==> config.mk <==
export PLATFORM = sky130hd
export DESIGN_NAME = rx_out_gate
export DESIGN_NICKNAME = d
export VERILOG_FILES = /design/src/rtl/rxg_pkg.sv /design/src/rtl/rxg_ctrl.sv /design/src/rtl/rxg_datapath.sv /design/src/rtl/rx_out_gate.sv
export SDC_FILE = /design/constraint.sdc
export NUM_CORES = 1
export LEC_CHECK = 0
export ABC_AREA = 1
export BUFFER_PORTS_ARGS = -buffer_cell sky130_fd_sc_hd__buf_2
export CORE_ASPECT_RATIO = 0.7
export CORE_MARGIN = 3
export CORE_UTILIZATION = 47
export CTS_CLUSTER_SIZE = 16
export DETAILED_ROUTE_END_ITERATION = 8
export PLACE_DENSITY = 0.81
export REMOVE_ABC_BUFFERS = 1
export SLEW_MARGIN = 20
export SYNTH_ARGS = -nofsm -noshare
export SYNTH_HDL_FRONTEND = slang
export SYNTH_HIERARCHICAL = 1
export SYNTH_SLANG_ARGS = --single-unit
==> constraint.sdc <==
create_clock -name clk -period 1.4 [get_ports clk]
set_input_delay 0.14 -clock clk [delete_from_list [all_inputs] [get_ports clk]]
set_output_delay 0.14 -clock clk [all_outputs]
set_load 0.01 [all_outputs]
==> src/rtl/rxg_pkg.sv <==
`timescale 1ns/1ps
package rxg_pkg;
  typedef enum logic [1:0] {
    PH_SLEEP   = 2'd0,
    PH_CAPTURE = 2'd1,
    PH_RUN     = 2'd2
  } phase_t;

  // strobes from control to datapath
  typedef struct packed {
    logic passEn;   // forward live data and clock
    logic driveEn;  // drive pads (low unless passEn)
  } gateStrobe_t;
endpackage

==> src/rtl/rxg_ctrl.sv <==
`timescale 1ns/1ps
module rxg_ctrl
  import rxg_pkg::*;
#(
  parameter int DATA_W     = 24,
  parameter int CAP_CYCLES = 4,   // must be 2 or more
  parameter int SLEEP_POS  = 18,
  parameter int HOLD_POS   = 20
) (
  input  logic              clk,
  input  logic              rstN,
  input  logic              runEn,
  input  logic              lockIn,
  input  logic              regWrEn,
  input  logic              regWrData,
  input  logic [DATA_W-1:0] padIn,
  output gateStrobe_t       strobe,
  output logic [DATA_W-1:0] strapWord,
  output logic              releaseQ,
  output logic              holdLowQ,
  output logic              capBusy
);
  localparam int CNT_W = (CAP_CYCLES > 2) ? $clog2(CAP_CYCLES) : 1;
  localparam logic [CNT_W-1:0] CNT_FIRST = CNT_W'(1);
  localparam logic [CNT_W-1:0] CNT_LAST  = CNT_W'(CAP_CYCLES - 1);

  phase_t            phaseQ;
  logic [CNT_W-1:0]  capCnt;
  logic [DATA_W-1:0] strapQ;
  logic              sleepLow;
  logic              runLocked;

  // phase sequencing and strap capture; strap latch only cleared by rstN
  always_ff @(posedge clk or negedge rstN) begin
    if (!rstN) begin
      phaseQ <= PH_SLEEP;
      capCnt <= '0;
      strapQ <= '0;
    end else if (!runEn) begin
      phaseQ <= PH_SLEEP;
      capCnt <= '0;
    end else begin
      case (phaseQ)
        PH_SLEEP: begin
          phaseQ <= PH_CAPTURE;
          capCnt <= CNT_FIRST;
        end
        PH_CAPTURE: begin
          if (capCnt == CNT_LAST) begin
            phaseQ <= PH_RUN;
            strapQ <= padIn;
          end else begin
            capCnt <= capCnt + 1'b1;
          end
        end
        PH_RUN:  phaseQ <= PH_RUN;
        default: phaseQ <= PH_SLEEP;
      endcase
    end
  end

  assign runLocked = runEn && (phaseQ == PH_RUN) && lockIn;

  // release register: writable only while locked, cleared otherwise
  always_ff @(posedge clk or negedge rstN) begin
    if (!rstN) begin
      releaseQ <= 1'b0;
    end else if (!runLocked) begin
      releaseQ <= 1'b0;
    end else if (regWrEn) begin
      releaseQ <= regWrData;
    end
  end

  assign holdLowQ  = strapQ[HOLD_POS];
  assign sleepLow  = strapQ[SLEEP_POS] | strapQ[HOLD_POS];
  assign strapWord = strapQ;
  assign capBusy   = runEn && (phaseQ != PH_RUN);

  always_comb begin
    strobe = '0;
    if (!runEn) begin
      strobe.driveEn = sleepLow;
    end else if (phaseQ == PH_RUN) begin
      if (lockIn) begin
        strobe.driveEn = 1'b1;
        strobe.passEn  = !holdLowQ || releaseQ;
      end else begin
        strobe.driveEn = sleepLow;
      end
    end
  end
endmodule

==> src/rtl/rxg_datapath.sv <==
`timescale 1ns/1ps
module rxg_datapath
  import rxg_pkg::*;
#(
  parameter int DATA_W = 24,
  parameter int CTRL_W = 3
) (
  input  logic              clk,
  input  logic              rstN,
  input  gateStrobe_t       strobe,
  input  logic [DATA_W-1:0] dataIn,
  input  logic [CTRL_W-1:0] ctrlIn,
  input  logic              pixClkIn,
  output logic [DATA_W-1:0] dataOut,
  output logic [CTRL_W-1:0] ctrlOut,
  output logic              clkOut,
  output logic              outEn
);
  localparam int LANES = DATA_W + CTRL_W;

  logic [LANES-1:0] laneIn;
  logic [LANES-1:0] laneQ;
  logic             clkPassQ;
  logic             enQ;

  assign laneIn = {ctrlIn, dataIn};

  for (genvar i = 0; i < LANES; i++) begin : g_lane
    logic bitQ;
    always_ff @(posedge clk or negedge rstN) begin
      if (!rstN) bitQ <= 1'b0;
      else       bitQ <= laneIn[i] & strobe.passEn;
    end
    assign laneQ[i] = bitQ;
  end

  always_ff @(posedge clk or negedge rstN) begin
    if (!rstN) begin
      clkPassQ <= 1'b0;
      enQ      <= 1'b0;
    end else begin
      clkPassQ <= strobe.passEn;
      enQ      <= strobe.driveEn | strobe.passEn;
    end
  end

  assign dataOut = laneQ[DATA_W-1:0];
  assign ctrlOut = laneQ[LANES-1:DATA_W];
  assign clkOut  = pixClkIn & clkPassQ;
  assign outEn   = enQ;
endmodule

==> src/rtl/rx_out_gate.sv <==
`timescale 1ns/1ps
module rx_out_gate
  import rxg_pkg::*;
#(
  parameter int DATA_W     = 24,
  parameter int CTRL_W     = 3,
  parameter int CAP_CYCLES = 4,
  parameter int SLEEP_POS  = 18,
  parameter int HOLD_POS   = 20
) (
  input  logic              clk,
  input  logic              rstN,
  input  logic              runEn,
  input  logic              lockIn,
  input  logic              regWrEn,
  input  logic              regWrData,
  input  logic [DATA_W-1:0] padIn,
  input  logic [DATA_W-1:0] dataIn,
  input  logic [CTRL_W-1:0] ctrlIn,
  input  logic              pixClkIn,
  output logic [DATA_W-1:0] dataOut,
  output logic [CTRL_W-1:0] ctrlOut,
  output logic              clkOut,
  output logic              outEn,
  output logic [DATA_W-1:0] strapWord
);
  gateStrobe_t strobe;
  logic        releaseQ;
  logic        holdLowQ;
  logic        capBusy;

  rxg_ctrl #(
    .DATA_W(DATA_W), .CAP_CYCLES(CAP_CYCLES),
    .SLEEP_POS(SLEEP_POS), .HOLD_POS(HOLD_POS)
  ) ctrl_i (
    .clk(clk), .rstN(rstN), .runEn(runEn), .lockIn(lockIn),
    .regWrEn(regWrEn), .regWrData(regWrData), .padIn(padIn),
    .strobe(strobe), .strapWord(strapWord), .releaseQ(releaseQ),
    .holdLowQ(holdLowQ), .capBusy(capBusy)
  );

  rxg_datapath #(.DATA_W(DATA_W), .CTRL_W(CTRL_W)) dp_i (
    .clk(clk), .rstN(rstN), .strobe(strobe), .dataIn(dataIn),
    .ctrlIn(ctrlIn), .pixClkIn(pixClkIn), .dataOut(dataOut),
    .ctrlOut(ctrlOut), .clkOut(clkOut), .outEn(outEn)
  );
endmodule

======== Word level (Yosys, flattened, before mapping) ========
Index checks and enable logic that the tools add are counted.
word-level totals
  register bits ........................... 58
  bits of input ports ..................... 58
  output and inout port bits .............. 53
  logic and storage cells ................. 91
cells by class
  $add $sub $neg .......................... 1
  equal/unequal tests ..................... 7
  mux-type cells .......................... 13
  bitwise logic cells ..................... 30
  reductions and logical operators ........ 7
operators by type and width
  cell                                                    count
  bitwise AND 1 bit                                       28
  two-way mux 2 bit                                       5
  two-way mux 1 bit                                       6
  one-hot mux 2 bit (3 select lines)                      1
  == test 2 bit (second input constant)                   2
  one-hot mux 2 bit (2 select lines)                      1
  inequality test 3 x 1 -> 1 bit (second input constant)  1
  inequality test 3 x 2 -> 1 bit (second input constant)  1
  inequality test 3 bit (second input constant)           1
  AND reduction 3 bit                                     1
  adder 2 x 1 -> 2 bit (second input constant)            1
  == test 2 x 1 -> 1 bit (second input constant)          1
  logical AND 1 bit                                       2
  logical NOT 2 bit                                       1
  inequality test 2 bit (second input constant)           1
  OR 1 bit                                                2
  AND reduction 2 bit                                     1
  logical NOT 1 bit                                       1
  logical OR 1 bit                                        1

======== Depth between registers and ports, before layout ========
  word-level depth ........................ 6
  gate-level depth with buffers ........... 8
  gate-level depth less buffers ........... 7

======== Hierarchy ========
Netlist, hierarchy kept.
by module, submodules not included
  module        times used  cells each  area each (um2)  seq. area each (um2)
  rxg_ctrl      1           147         1422.6           725.7
  rxg_datapath  1           118         1183.6           725.7

======== Least setup slack after synthesis ========
OpenSTA, ideal clock, no wires.
  path type ............................... register to register
  start ................................... reg ctrl_i.phaseQ[0]
  end ..................................... reg dp_i.g_lane[0].bitQ
  setup time .............................. 0.063 ns
  data arrival time ....................... 1.233 ns
  data required time ...................... 1.337 ns
  setup slack ............................. 0.104 ns
  stages on the path, launching flop included .. 9
  buffers on the path ..................... 2
  clock period less this slack ............ 1.296 ns
  cells stage by stage .................... dfrtp_1 inv_1 ha_1 nand3_1 a21oi_1 buf_6 buf_6 nand2_1 inv_1
RTL lines
  item                    RTL line            source
  start, declared         rxg_ctrl.sv:27      phase_t phaseQ;
  start signal, assigned  rxg_ctrl.sv:36      phaseQ <= PH_SLEEP;
  start signal, assigned  rxg_ctrl.sv:40      phaseQ <= PH_SLEEP;
  start signal, assigned  rxg_ctrl.sv:45      phaseQ <= PH_CAPTURE;
  end signal, assigned    rxg_datapath.sv:32  else bitQ <= laneIn[i] & strobe.passEn;
  end, declared           rxg_datapath.sv:29  logic bitQ;

==> summary.txt <==
Synthesis
  – Largest family of logic cells by synthesized area: buffers and inverters
  – Synth warn: 6
  – Register area share after synthesis: 55.7%
  – Cells after Synth: 265
  – Mean Syn Cell Area: approximately 10 um^2
  – Multiplexer share of the synthesized area: 0%
  – Unique masters post-synth: 13
  – Synth Area in Compound Gates: roughly a tenth
  – Synth Register Bits: slightly below 60
  – Simple-Gate Fraction of Synth Area: 11.4%
  – Xor and xnor area share after synthesis: 0%
  – Post-synthesis adder-cell area fraction: just under 3%
  – Mapped Area: 2610 um^2

Final layout
  – Syn-to-layout area delta: 42.3%
  – Sequential cell area: 1450 um^2
  – Most frequent cells in the layout: 110 x buf_2, 58 x dfrtp_1, 46 x inv_1, 43 x nand2_1
  – Commonest non-fill, non-tap cell in the layout: buf_2
  – Final Non-Filler Cells: 464
  – Layout fillers: 369
  – Share of cells above drive strength 1: 51.0%
  – Area of the multi-input gates: 713 um^2
  – Net count, final: 451
  – ANT cells: 0

Die
  – Overall die width: 95.0 um
  – Die Span Y: 68.3 um
  – Ports: 111
  – Core area: 5310 um^2
  – Rows: 22
  – Initial Util: roughly half
  – Die area: 6490 um^2

Global routing
  – Met1 Use GR: approximately 22%
  – Total gr overflow: 0
  – GR Util All Layers: 18.9%
  – First-pass GRT wire length: 9150 um
  – Largest net degree at the start of global routing: just under 60
  – Busiest grt layer: met2
  – GR Layer Usage met2: 29.7%
  – Initial antenna violation count: 0
  – M3 GR Usage: a little under a tenth
  – Vias in the first global route: around 2000

Clock tree
  – # H-tree levels: 3
  – Worst-path clk slew: 70 ps
  – CTS Buf Count: 9
  – Clock sinks: 58
  – Worst-Skew Late Latency: around 330 ps
  – TritonCTS clock tree: done
  – Clock Tree Buf Depth: 2
  – Root Buffer: clkbuf_8

Timing
  – Final Hold Fails: 0
  – Tcrit/Tclk final: 101%
  – Worst slew pin tran: around 310 ps
  – Setup violators final: 4
  – RSZ-0062 raised after global routing: true
  – Final clock skew: 8.02 ps
  – Rel. slew slack: 79.6%
  – Slew Viols, Final: 0
  – Final min period: 1420 ps
  – Max frequency: 704 MHz
  – Final worst-path setup slack: -20.2 ps

Status
  – Violated checks: setup timing
  – Status: finished with violations

Placement
  – Pre-CTS setup slack: 30.0 ps
  – DP Wirelength: 3670 um
  – Final RePlAce weighted congestion: 0.756
  – Post-placement cell count: 414
  – IO buf count: 110

Worst setup path
  – Crit path required time: 1670 ps
  – Worst path max stage delay: around 400 ps
  – Critical path cell sequence: inv_2 > ha_4 > nand3_4 > a21oi_4 > clkbuf_16 > nand2_2 > inv_2
  – Crit start category: flip-flop
  – Worst path most repeated cell: inv_2
  – Worst setup path class: reg -> reg
  – CP max-delay cell: dfrtp_1
  – Kind of end point of the critical path: flip-flop
  – Critical-path maximum fanout: 7
  – Crit path DAT: 1690 ps

Route
  – DRT iter0 DRCs: 138
  – Final WL: 6750 um
  – Drt wl/cell: 14.5 um
  – Vias: 2083
  – DR vias/cell: 4.49
  – Drt pass-1 iters: 4
  – Routed Antenna Nets: 0
  – DRC violations left: 0

Power and ir drop
  – Peak supply drop: 774 uV
  – Leak pwr: between 2 and 2.5 nW
  – Cell Pwr Density: 1540 nW/um^2

Hold path
  – Worst min-delay path category: in -> reg

Job
  – Max Cap Viol: 0
## metal layers
layer / wire (um) / up-vias
li1: - / 988
met1: 2680 / 979
met2: 3280 / 107
met3: 721 / 9
met4: 65 / 0
met5: 0 / -
## where the power goes
| group | total (W) | internal (W) | switching, W |
|---|---|---|---|
| combinational | 0.00177 | 0.000828 | 0.000941 |
| clock | 0.00165 | 0.00100 | 0.000647 |
| sequential | 0.00229 | 0.00206 | 0.000230 |
## cells in the mapped netlist
master   count  share of area (%)
inv_1       61                8.8
o21ai_2     24                8.1
nand2_1     61                8.8
ha_1         6                2.9
o21ai_0      2               0.38
a21oi_1      3               0.58
nand3_4      1               0.67
buf_6        9                3.9
dfrtp_1     58                 56
nor2_1       4               0.58
nand3_1      7                1.3
o21a_1       1               0.29
buf_4       28                8.1
## timing repair
| action | in CTS | in global routing |
|---|---|---|
| hold buffers | 24 | 0 |
| setup buffers | 0 | 5 |
| hold endpoints to repair | 81 | 0 |
| setup endpoints to repair | 0 | 40 |
| resized for setup | 0 | 43 |
## state kept, by name (all words and copies together), names as in the netlist
name / flops
dp_i/clkPassQ: 1
dp_i/outEn: 1
ctrl_i/phaseQ: 2
dp_i/g_lane.bitQ: 27
ctrl_i/releaseQ: 1
ctrl_i/capCnt: 2
ctrl_i/strapWord: 24
## final cells by class
class                           instances  share of cell area, %
Clock inverter                          5                   2.13
Sequential cell                        58                   39.1
Timing Repair Buffer                  148                   27.4
Tap cell                               72                   2.43
Clock buffer                           11                   3.54
Inverter                               61                   6.17
Multi-Input combinational cell        109                   19.2
## path summary, 6_finish.rpt
check	start	to	slack (ps)	depth (start not counted)
setup / recovery	ctrl_i/phaseQ[0]$_DFFE_PN0P_	dp_i/g_lane[10].bitQ$_DFF_PN0_	-20	7
hold / removal	dataIn[15]	dp_i/g_lane[15].bitQ$_DFF_PN0_	20	3
setup reg to reg	ctrl_i/phaseQ[0]$_DFFE_PN0P_	dp_i/g_lane[10].bitQ$_DFF_PN0_	-20	7
hold reg to reg	ctrl_i/strapWord[10]$_DFFE_PN0P_	ctrl_i/strapWord[10]$_DFFE_PN0P_	480	2
max in group asynchronous	rstN	ctrl_i/releaseQ$_DFFE_PN0P_	810	3
min in group asynchronous	rstN	ctrl_i/strapWord[10]$_DFFE_PN0P_	330	3
## through the flow
stage          total power, W  cell area, um^2  setup TNS (ps)  hold slack, ps  utilization [%]
5_1_grt               0.00610             3710           -1160           0.764             69.8
6_report              0.00570             3710           -27.1            23.3             69.8
4_1_cts               0.00544             3460               0            4.16             65.1
3_5_place_dp          0.00373             3010               0             166             56.6
2_1_floorplan         0.00308             2290          -19600            -156                -
3_3_place_gp          0.00366             3010               0             161             56.6
## critical path: cells and delay by family, from the launching register on
kind / cells / cell delay, ps
AOI/OAI and AO/OA: 1 / 270
buffers and inverters: 3 / 390
and+or+nand+nor: 2 / 140
adders and majority gates: 1 / 140
DFF: 1 / 410
## kinds of logic (layout without fill, tap and decap cells)
family / count (synthesis) / in the layout
AOI/OAI and AO/OA: 30 / 30
adders and majority gates: 6 / 6
buffers and inverters: 98 / 225
DFF: 58 / 58
and+or+nand+nor: 73 / 73
No activity file was read; power rests on OpenSTA's default activity.
